`src/rtl/i2c_evf_pkg.sv`:
```
package i2c_evf_pkg;
    localparam int unsigned FLAG_W  = 7;
    localparam int unsigned STS_W   = FLAG_W + 1;
    localparam int unsigned F_SB    = 0;
    localparam int unsigned F_MSL   = 1;
    localparam int unsigned F_ADSL  = 2;
    localparam int unsigned F_BTF   = 3;
    localparam int unsigned F_BUSY  = 4;
    localparam int unsigned F_TRA   = 5;
    localparam int unsigned F_ADD10 = 6;
    localparam int unsigned F_EVT   = FLAG_W;

    typedef enum logic [0:0] {
        ACC_IDLE  = 1'b0,
        ACC_ARMED = 1'b1
    } acc_state_e;

    typedef struct packed {
        logic add10;
        logic btf;
        logic sb;
    } seen_t;
endpackage

```
`src/rtl/i2c_evf_cell.sv`:
```
module i2c_evf_cell #(
    parameter logic RST_VAL = 1'b0
) (
    input  logic clk_i,
    input  logic rst_ni,
    input  logic kill_i,
    input  logic set_i,
    input  logic clr_i,
    output logic q_o
);
    logic q_q;

    // priority: kill, then set, then clear
    always_ff @(posedge clk_i or negedge rst_ni) begin
        if (!rst_ni) begin
            q_q <= RST_VAL;
        end else if (kill_i) begin
            q_q <= 1'b0;
        end else if (set_i) begin
            q_q <= 1'b1;
        end else if (clr_i) begin
            q_q <= 1'b0;
        end
    end

    assign q_o = q_q;
endmodule

```
`src/rtl/i2c_evf_acc.sv`:
```
module i2c_evf_acc
    import i2c_evf_pkg::*;
(
    input  logic clk_i,
    input  logic rst_ni,
    input  logic pe_i,
    input  logic sts_rd_i,
    input  logic dat_rd_i,
    input  logic dat_wr_i,
    input  logic sb_i,
    input  logic btf_i,
    input  logic add10_i,
    input  logic tra_i,
    output logic clr_sb_o,
    output logic clr_btf_o,
    output logic clr_add10_o
);
    acc_state_e state_q, state_d;
    seen_t      seen_q, seen_d;

    always_comb begin
        state_d = state_q;
        seen_d  = seen_q;
        unique case (state_q)
            ACC_IDLE: begin
                if (sts_rd_i) begin
                    state_d = ACC_ARMED;
                    seen_d  = '{add10: add10_i, btf: btf_i, sb: sb_i};
                end
            end
            ACC_ARMED: begin
                if (sts_rd_i) begin
                    seen_d = '{add10: add10_i, btf: btf_i, sb: sb_i};
                end else if (dat_rd_i || dat_wr_i) begin
                    state_d = ACC_IDLE;
                    seen_d  = '0;
                end
            end
            default: begin
                state_d = ACC_IDLE;
                seen_d  = '0;
            end
        endcase
        if (!pe_i) begin
            state_d = ACC_IDLE;
            seen_d  = '0;
        end
    end

    always_ff @(posedge clk_i or negedge rst_ni) begin
        if (!rst_ni) begin
            state_q <= ACC_IDLE;
            seen_q  <= '0;
        end else begin
            state_q <= state_d;
            seen_q  <= seen_d;
        end
    end

    always_comb begin
        clr_sb_o    = 1'b0;
        clr_btf_o   = 1'b0;
        clr_add10_o = 1'b0;
        unique case (state_q)
            ACC_IDLE: ;
            ACC_ARMED: begin
                clr_sb_o    = dat_wr_i && seen_q.sb;
                clr_add10_o = dat_wr_i && seen_q.add10;
                clr_btf_o   = seen_q.btf && (tra_i ? dat_wr_i : dat_rd_i);
            end
            default: ;
        endcase
    end
endmodule

```
`src/rtl/i2c_evflag_ctrl.sv`:
```
module i2c_evflag_ctrl
    import i2c_evf_pkg::*;
(
    input  logic             clk_i,
    input  logic             rst_ni,
    input  logic             pe_i,
    input  logic             ite_i,
    input  logic             start_gen_i,
    input  logic             start_seen_i,
    input  logic             stop_det_i,
    input  logic             addr_match_i,
    input  logic             byte_done_i,
    input  logic             tx_dir_i,
    input  logic             arb_lost_i,
    input  logic             hdr10_sent_i,
    input  logic             sts_rd_i,
    input  logic             dat_rd_i,
    input  logic             dat_wr_i,
    input  logic             dma_done_i,
    output logic [STS_W-1:0] status_o,
    output logic             irq_o,
    output logic             scl_hold_o
);
    logic [FLAG_W-1:0] set_v, clr_v, kill_v, flag_q;
    logic              clr_sb, clr_btf_acc, clr_add10, btf_drop, event_any;

    i2c_evf_acc u_acc (
        .clk_i       (clk_i),
        .rst_ni      (rst_ni),
        .pe_i        (pe_i),
        .sts_rd_i    (sts_rd_i),
        .dat_rd_i    (dat_rd_i),
        .dat_wr_i    (dat_wr_i),
        .sb_i        (flag_q[F_SB]),
        .btf_i       (flag_q[F_BTF]),
        .add10_i     (flag_q[F_ADD10]),
        .tra_i       (flag_q[F_TRA]),
        .clr_sb_o    (clr_sb),
        .clr_btf_o   (clr_btf_acc),
        .clr_add10_o (clr_add10)
    );

    assign btf_drop = clr_btf_acc || dma_done_i;

    always_comb begin
        set_v          = '0;
        clr_v          = '0;
        kill_v         = {FLAG_W{!pe_i}};
        kill_v[F_BUSY] = 1'b0;

        set_v[F_SB]    = start_gen_i;
        clr_v[F_SB]    = clr_sb;

        set_v[F_MSL]   = start_gen_i;
        clr_v[F_MSL]   = stop_det_i || arb_lost_i;

        set_v[F_ADSL]  = addr_match_i;
        clr_v[F_ADSL]  = sts_rd_i;

        set_v[F_BTF]   = byte_done_i;
        clr_v[F_BTF]   = btf_drop;

        set_v[F_BUSY]  = start_seen_i;
        clr_v[F_BUSY]  = stop_det_i;

        set_v[F_TRA]   = byte_done_i && tx_dir_i;
        clr_v[F_TRA]   = btf_drop || stop_det_i || arb_lost_i || (byte_done_i && !tx_dir_i);

        set_v[F_ADD10] = hdr10_sent_i;
        clr_v[F_ADD10] = clr_add10 || stop_det_i;
    end

    for (genvar g = 0; g < FLAG_W; g++) begin : g_flag
        i2c_evf_cell #(.RST_VAL(1'b0)) u_cell (
            .clk_i  (clk_i),
            .rst_ni (rst_ni),
            .kill_i (kill_v[g]),
            .set_i  (set_v[g]),
            .clr_i  (clr_v[g]),
            .q_o    (flag_q[g])
        );
    end

    assign event_any  = flag_q[F_SB] || flag_q[F_ADSL] || flag_q[F_BTF] ||
                        flag_q[F_ADD10] || stop_det_i || arb_lost_i;
    assign status_o   = {event_any, flag_q};
    assign irq_o      = event_any && ite_i;
    assign scl_hold_o = flag_q[F_SB] || flag_q[F_ADSL] || flag_q[F_BTF];
endmodule

```
`config.mk`:
```
export PLATFORM = sky130hd
export DESIGN_NAME = i2c_evflag_ctrl
export DESIGN_NICKNAME = d
export VERILOG_FILES = /design/src/rtl/i2c_evf_pkg.sv /design/src/rtl/i2c_evf_cell.sv /design/src/rtl/i2c_evf_acc.sv /design/src/rtl/i2c_evflag_ctrl.sv
export SDC_FILE = /design/constraint.sdc
export NUM_CORES = 1
export LEC_CHECK = 0
export BUFFER_PORTS_ARGS = -buffer_cell sky130_fd_sc_hd__buf_2
export CAP_MARGIN = 30
export CELL_PAD_IN_SITES_DETAIL_PLACEMENT = 1
export CELL_PAD_IN_SITES_GLOBAL_PLACEMENT = 1
export CORE_MARGIN = 3
export CORE_UTILIZATION = 35
export CTS_CLUSTER_SIZE = 16
export DETAILED_ROUTE_END_ITERATION = 10
export PLACE_DENSITY = 0.86
export SLEW_MARGIN = 40
export SYNTH_ARGS = -nofsm -noshare
export SYNTH_HDL_FRONTEND = slang
export SYNTH_HIERARCHICAL = 1
export SYNTH_SLANG_ARGS = --single-unit
```
`constraint.sdc`:
```
create_clock -name clk_i -period 3.5 [get_ports clk_i]
set_input_delay 0.35 -clock clk_i [delete_from_list [all_inputs] [get_ports clk_i]]
set_output_delay 0.35 -clock clk_i [all_outputs]
set_load 0.005 [all_outputs]
```
==> results.sh, run 1 <==
export IMPL_status="finished clean"
export IMPL_cts_clk_slew_worst_paths_ps=80
export IMPL_critPathArrivalTime_ps=1550
export IMPL_synthArstFlopShare=1.000
export IMPL_drt_iter0_drc=1
export IMPL_timing_worst_setup_path_type="reg -> out"
export IMPL_crit_family="simple AND/OR/NAND/NOR gates"
export IMPL_firstDrtPassIters=3
export IMPL_die_h_um=46.99
export IMPL_layout_drive_gt1_share=0.5116
export IMPL_rsz0062_at_grt="false"
export IMPL_syn_avg_cell_area_um2=10.32
export IMPL_finalHoldViolCount=0
export IMPL_fin_nets=103
export IMPL_grt_usage=0.1582
export IMPL_grt_pass1_vias=519
export IMPL_cp_start_kind="flip-flop"
export IMPL_path_max_fanout=4
export IMPL_syn_area_um2=588.1
export IMPL_setup_worst_path_end_class="output pin"
export IMPL_mostFrequentLayoutCells="buf_2 (25), dfrtp_1 (11), inv_1 (9), nand2b_1 (7), a21oi_2 (7)"
export IMPL_period_share=0.5422
export IMPL_power_density_nw_per_um2=362.9
export IMPL_highest_layer="met4"
export IMPL_synth_edf_count=0
export IMPL_dieArea_um2=2208
export IMPL_layout_min_cycle_time_ps=1898
export IMPL_setup_tns_ps=0
export IMPL_setup_viol=0
export IMPL_globalplace_congestion=0.7427
export IMPL_cts_resized=0
export IMPL_ant_nets=0
export IMPL_cts_buffers=3
export IMPL_total_power_mw=0.2765
export IMPL_maxCapViolations=0
export IMPL_fin_skew_ps=9.422
export IMPL_leakage_nw=0.3903
export IMPL_slowest_delay_ps=420
export IMPL_fmax_mhz=526.9
export IMPL_post_cts_buffers=0
export IMPL_initial_utilization=0.3815
export IMPL_wl_met2_um=647
export IMPL_antenna_cells=0
export IMPL_via_count=504
export IMPL_synth_seq_cells=11
export IMPL_required_ps=3150
export IMPL_dp_hpwl_um=1133
export IMPL_wl_per_cell_um=14.11
export IMPL_grt_max_degree=12
export IMPL_clock_tree_buffer_depth=2
export IMPL_ys_flop_type="dfrtp_1"
export IMPL_syn_inst=57
export IMPL_clkSinkCount=11
export IMPL_fp_row_count=14
export IMPL_cts_root_buf="clkbuf_4"
export IMPL_ios=26
export IMPL_irDropWorstVdd_mv=0.2373
export IMPL_syn_nets=73
export IMPL_grt_overflow_total=0
export IMPL_syn2layout_area_growth_pct=29.57
export IMPL_hp_class="in -> reg"
export IMPL_die_x_um=46.99
export IMPL_portBuffers=25
export IMPL_core_region_area_um2=1541
export IMPL_routed_wl_um=1439
export IMPL_clkLatencyLatePin_ps=280
export IMPL_antenna_found_initial=0
export IMPL_ys_types=21
export IMPL_cp_slowest_cell="dfrtp_1"
export IMPL_wl_met1_um=615
export IMPL_crit_chain="or3_4 > or3_1 > buf_2"
export IMPL_layout_commonest_cell="buf_2"
export IMPL_cts_htree_levels=1
export IMPL_dr_wl_met3_um=138
export IMPL_path_buf_inv=1
export IMPL_cts_tree="done"
export IMPL_grt_pass1_wl_um=2311
export IMPL_drv_slew=0
export IMPL_ys_seq_area_frac=0.4681
export IMPL_yosysWarnings=6
export IMPL_drc=0
export IMPL_viasPerCell=4.941
export IMPL_fillers=200
cells by family after synthesis:
group	after synthesis	share of synthesized area
simple gates	20	0.2234
compound gates	14	0.2149
flops	11	0.4681
buf+inv	10	0.07021
mux	1	0.01702
other cells	1	0.006377
layer usage:
metal	track usage	vias to the layer above
met5	0	-
li1	-	245
met4	0.09945	0
met1	0.1808	236
met2	0.2439	19
met3	0.06513	4
final cells by class:
type	count	area [um2]	share of cell area
Inverter	9	33.78	0.04433
Multi-Input combinational cell	36	271.5	0.3563
Timing Repair Buffer	26	135.1	0.1773
Clock buffer	4	26.28	0.03448
Sequential cell	11	275.3	0.3612
Tap cell	16	20.02	0.02627
registers in the layout, summed over array words and instances (netlist names):
register,count
u_acc/seen_q,3
u_acc/state_q,1
g_flag.u_cell/q_o,7
where the power goes:
group	leakage [nW]	internal (mW)	total (mW)	switching [mW]
sequential	0.143	0.134	0.140	0.00613
combinational	0.232	0.0239	0.0467	0.0228
clock	0.0150	0.0442	0.0897	0.0455
total	0.390	0.202	0.277	0.0744
worst register-to-register path, stage by stage (launching register included):
cell,delay [ps]
dfrtp_1,390
mux2i_1,200
nor2_1,40
or2_2,280
a211o_1,270
nand2b_1,150
a21oi_2,130
cell usage after synthesis, drive strengths merged, types with 2 or more instances:
library cell	count	area (um2)
dfrtp	11	275.3
inv	9	33.78
a21oi	7	61.31
nand2b	7	43.79
a32o	3	30.03
or2	3	18.77
and2	2	12.51
and3	2	15.01
or3	2	17.52
timing repair:
item / CTS / global route
hold endpoints to repair: 11 / 0
endpoints found under the setup margin: 0 / 0
hold buffers: 1 / 0
per-stage QoR:
step           hold WS (ps)  instance area [um2]  instances    util  setup slack [ps]
6_report              303.8                762.0        102  0.4943              1602
5_1_grt               286.2                762.0        102  0.4943              1541
4_1_cts               294.0                762.0        102  0.4943              1592
3_5_place_dp          235.8                725.7         97  0.4708              1902
3_3_place_gp          238.5                725.7         97  0.4708              1920
2_1_floorplan         54.41                588.1         57       -              1896
path summary, 6_finish.rpt:
check | startpoint | to | slack [ps] | cells after the start
worst max-delay path | g_flag[0].u_cell/q_o$_DFFE_PN0P_ | status_o[7] | 1600 | 3
worst min-delay path | hdr10_sent_i | g_flag[6].u_cell/q_o$_DFFE_PN0P_ | 300 | 3
worst max register to register | g_flag[5].u_cell/q_o$_DFFE_PN0P_ | g_flag[5].u_cell/q_o$_DFFE_PN0P_ | 1970 | 6
worst min register to register | u_acc/seen_q[2]$_DFFE_PN0P_ | u_acc/seen_q[2]$_DFFE_PN0P_ | 530 | 1
max in group asynchronous | rst_ni | u_acc/state_q$_DFF_PN0_ | 2820 | 2
min in group asynchronous | rst_ni | g_flag[6].u_cell/q_o$_DFFE_PN0P_ | 470 | 2
Power figures use the tool's default switching activity.
==> run 2, diff against run 1 <==
--- a/config.mk
+++ b/config.mk
@@ -10,10 +10,10 @@
 export CELL_PAD_IN_SITES_DETAIL_PLACEMENT = 1
 export CELL_PAD_IN_SITES_GLOBAL_PLACEMENT = 1
 export CORE_MARGIN = 3
-export CORE_UTILIZATION = 35
+export CORE_UTILIZATION = 29
 export CTS_CLUSTER_SIZE = 16
 export DETAILED_ROUTE_END_ITERATION = 10
-export PLACE_DENSITY = 0.86
+export PLACE_DENSITY = 0.77
 export SLEW_MARGIN = 40
 export SYNTH_ARGS = -nofsm -noshare
 export SYNTH_HDL_FRONTEND = slang
==> constraint.sdc (replaced) <==
create_clock -name clk_i -period 1.56 [get_ports clk_i]
set_input_delay 0.156 -clock clk_i [delete_from_list [all_inputs] [get_ports clk_i]]
set_output_delay 0.156 -clock clk_i [all_outputs]
set_load 0.005 [all_outputs]
==> run 2 against run 1 <==
Total power increased by 130%. Sequential share of layout area decreased by 2.2 points. Worst hold slack got worse by 190 ps. The run now ends with setup timing left.
==> results.sh, run 2 (synthesis gave the netlist of run 1 again) <==
export IMPL_grt_max_degree=12
export IMPL_drt_iter0_drc=7
export IMPL_critPathArrivalTime_ps=1470
export IMPL_period_share=1.043
export IMPL_portBuffers=25
export IMPL_required_ps=1400
export IMPL_multi_input_area_um2=279.0
export IMPL_fin_nets=107
export IMPL_dp_hpwl_um=1217
export IMPL_antenna_found_initial=0
export IMPL_seq_area_um2=275.3
export IMPL_postPlaceCellArea_um2=737.0
export IMPL_drc=0
export IMPL_clkSinkCount=11
export IMPL_leakage_nw=0.4194
export IMPL_antenna_cells=0
export IMPL_crit_family="simple AND/OR/NAND/NOR gates"
export IMPL_setup_slack_ps=-67.73
export IMPL_hold_slack_ps=115.5
export IMPL_rsz0062_at_grt="true"
export IMPL_path_max_fanout=3
export IMPL_wl_per_cell_um=13.34
export IMPL_firstDrtPassIters=3
export IMPL_cts_root_buf="clkbuf_4"
export IMPL_grt_usage=0.1334
export IMPL_cp_slowest_cell="dfrtp_1"
export IMPL_clock_tree_buffer_depth=2
export IMPL_path_buf_inv=1
export IMPL_status="finished, violations left"
export IMPL_hp_class="in -> reg"
export IMPL_globalplace_congestion=0.7697
export IMPL_grt_pass1_vias=556
export IMPL_cts_tree="done"
export IMPL_routed_wl_um=1534
export IMPL_core_region_area_um2=1821
export IMPL_grt_overflow_total=0
export IMPL_violations="setup timing"
export IMPL_mostFrequentLayoutCells="buf_2 (25), dfrtp_1 (11), inv_1 (9), a21oi_2 (7), nand2b_1 (6)"
export IMPL_power_density_nw_per_um2=771.5
export IMPL_viasPerCell=4.600
export IMPL_fillers=232
export IMPL_dieArea_um2=2604
export IMPL_finalHoldViolCount=0
export IMPL_ios=26
export IMPL_crit_chain="or3_4 > or3_1 > buf_2"
export IMPL_cts_htree_levels=1
export IMPL_irDropWorstVdd_mv=0.3466
export IMPL_layout_drive_gt1_share=0.5444
export IMPL_finalInstanceArea_um2=810.8
export IMPL_setup_worst_path_end_class="output pin"
export IMPL_ant_nets=0
export IMPL_cp_start_kind="flip-flop"
export IMPL_fin_skew_ps=2.284
export IMPL_layout_commonest_cell="buf_2"
export IMPL_die_h_um=51.03
export IMPL_setup_viol=2
export IMPL_grt_pass1_wl_um=2518
export IMPL_largest_register_ffs=7
export IMPL_cts_clk_slew_worst_paths_ps=70
export IMPL_drv_slew=0
export IMPL_cts_buffers=3
export IMPL_initial_utilization=0.3230
export IMPL_timing_worst_setup_path_type="reg -> out"
export IMPL_clkLatencyLatePin_ps=260
export IMPL_die_x_um=51.03
export IMPL_layout_min_cycle_time_ps=1628
export IMPL_slowest_delay_ps=390
export IMPL_fp_row_count=15
export IMPL_via_count=529
export IMPL_maxCapViolations=0
export IMPL_syn2layout_area_growth_pct=37.87
export IMPL_fmax_mhz=614.4
## run 2: metal layers
metal,up-vias,track usage,wire length (um)
met4,0,0.06726,16
li1,254,-,-
met5,-,0,0
met1,258,0.1573,643
met3,2,0.02624,73
met2,15,0.2275,801
## run 2: layout make-up
class | count | share of cell area
repair buffers | 30 | 0.2037
flip-flops and latches | 11 | 0.3395
clock buffers | 4 | 0.03241
inverters | 9 | 0.04167
well taps | 25 | 0.03858
multi-input cells | 36 | 0.3441
## run 2: worst paths after layout
check / start / endpoint / slack, ps / cells after the start
setup / recovery: g_flag[0].u_cell/q_o$_DFFE_PN0P_ / status_o[7] / -70 / 3
hold / removal: start_seen_i / g_flag[4].u_cell/q_o$_DFFE_PN0P_ / 120 / 3
setup reg to reg: g_flag[5].u_cell/q_o$_DFFE_PN0P_ / g_flag[5].u_cell/q_o$_DFFE_PN0P_ / 70 / 6
hold reg to reg: u_acc/seen_q[0]$_DFFE_PN0P_ / u_acc/seen_q[0]$_DFFE_PN0P_ / 520 / 1
max in group asynchronous: rst_ni / g_flag[3].u_cell/q_o$_DFFE_PN0P_ / 1050 / 2
min in group asynchronous: rst_ni / u_acc/seen_q[2]$_DFFE_PN0P_ / 290 / 2
## run 2: worst min-delay path, delay by kind of cell
kind	cells	cell delay, ps
buffers and inverters	2	140
AOI/OAI and AO/OA	1	40
## run 2: power by group
group | switching (mW) | leakage, nW | internal [mW]
clock | 0.0960 | 0.0150 | 0.0988
combinational | 0.0552 | 0.261 | 0.0618
sequential | 0.0132 | 0.143 | 0.301
## run 2: what timing repair did
item,in CTS,in global routing
endpoints found under the hold margin,11,0
gates resized for setup,0,1
buffers inserted,2,2
pin swaps,3,2
hold buffers,1,0
endpoints found under the setup margin,2,3
## run 2: metrics by stage
stage	util	TNS (ps)	total power, mW	std cells	worst slack (ps)
finish	0.4454	-125.8	0.6255	115	-67.73
global route	0.4454	-264.1	0.6596	115	-126.9
CTS	0.4330	-147.3	0.6277	113	-77.12
detailed placement	0.4048	0	0.4259	106	36.67
global placement	0.4048	0	0.4204	106	116.0
floorplan	-	0	0.3685	57	117.6
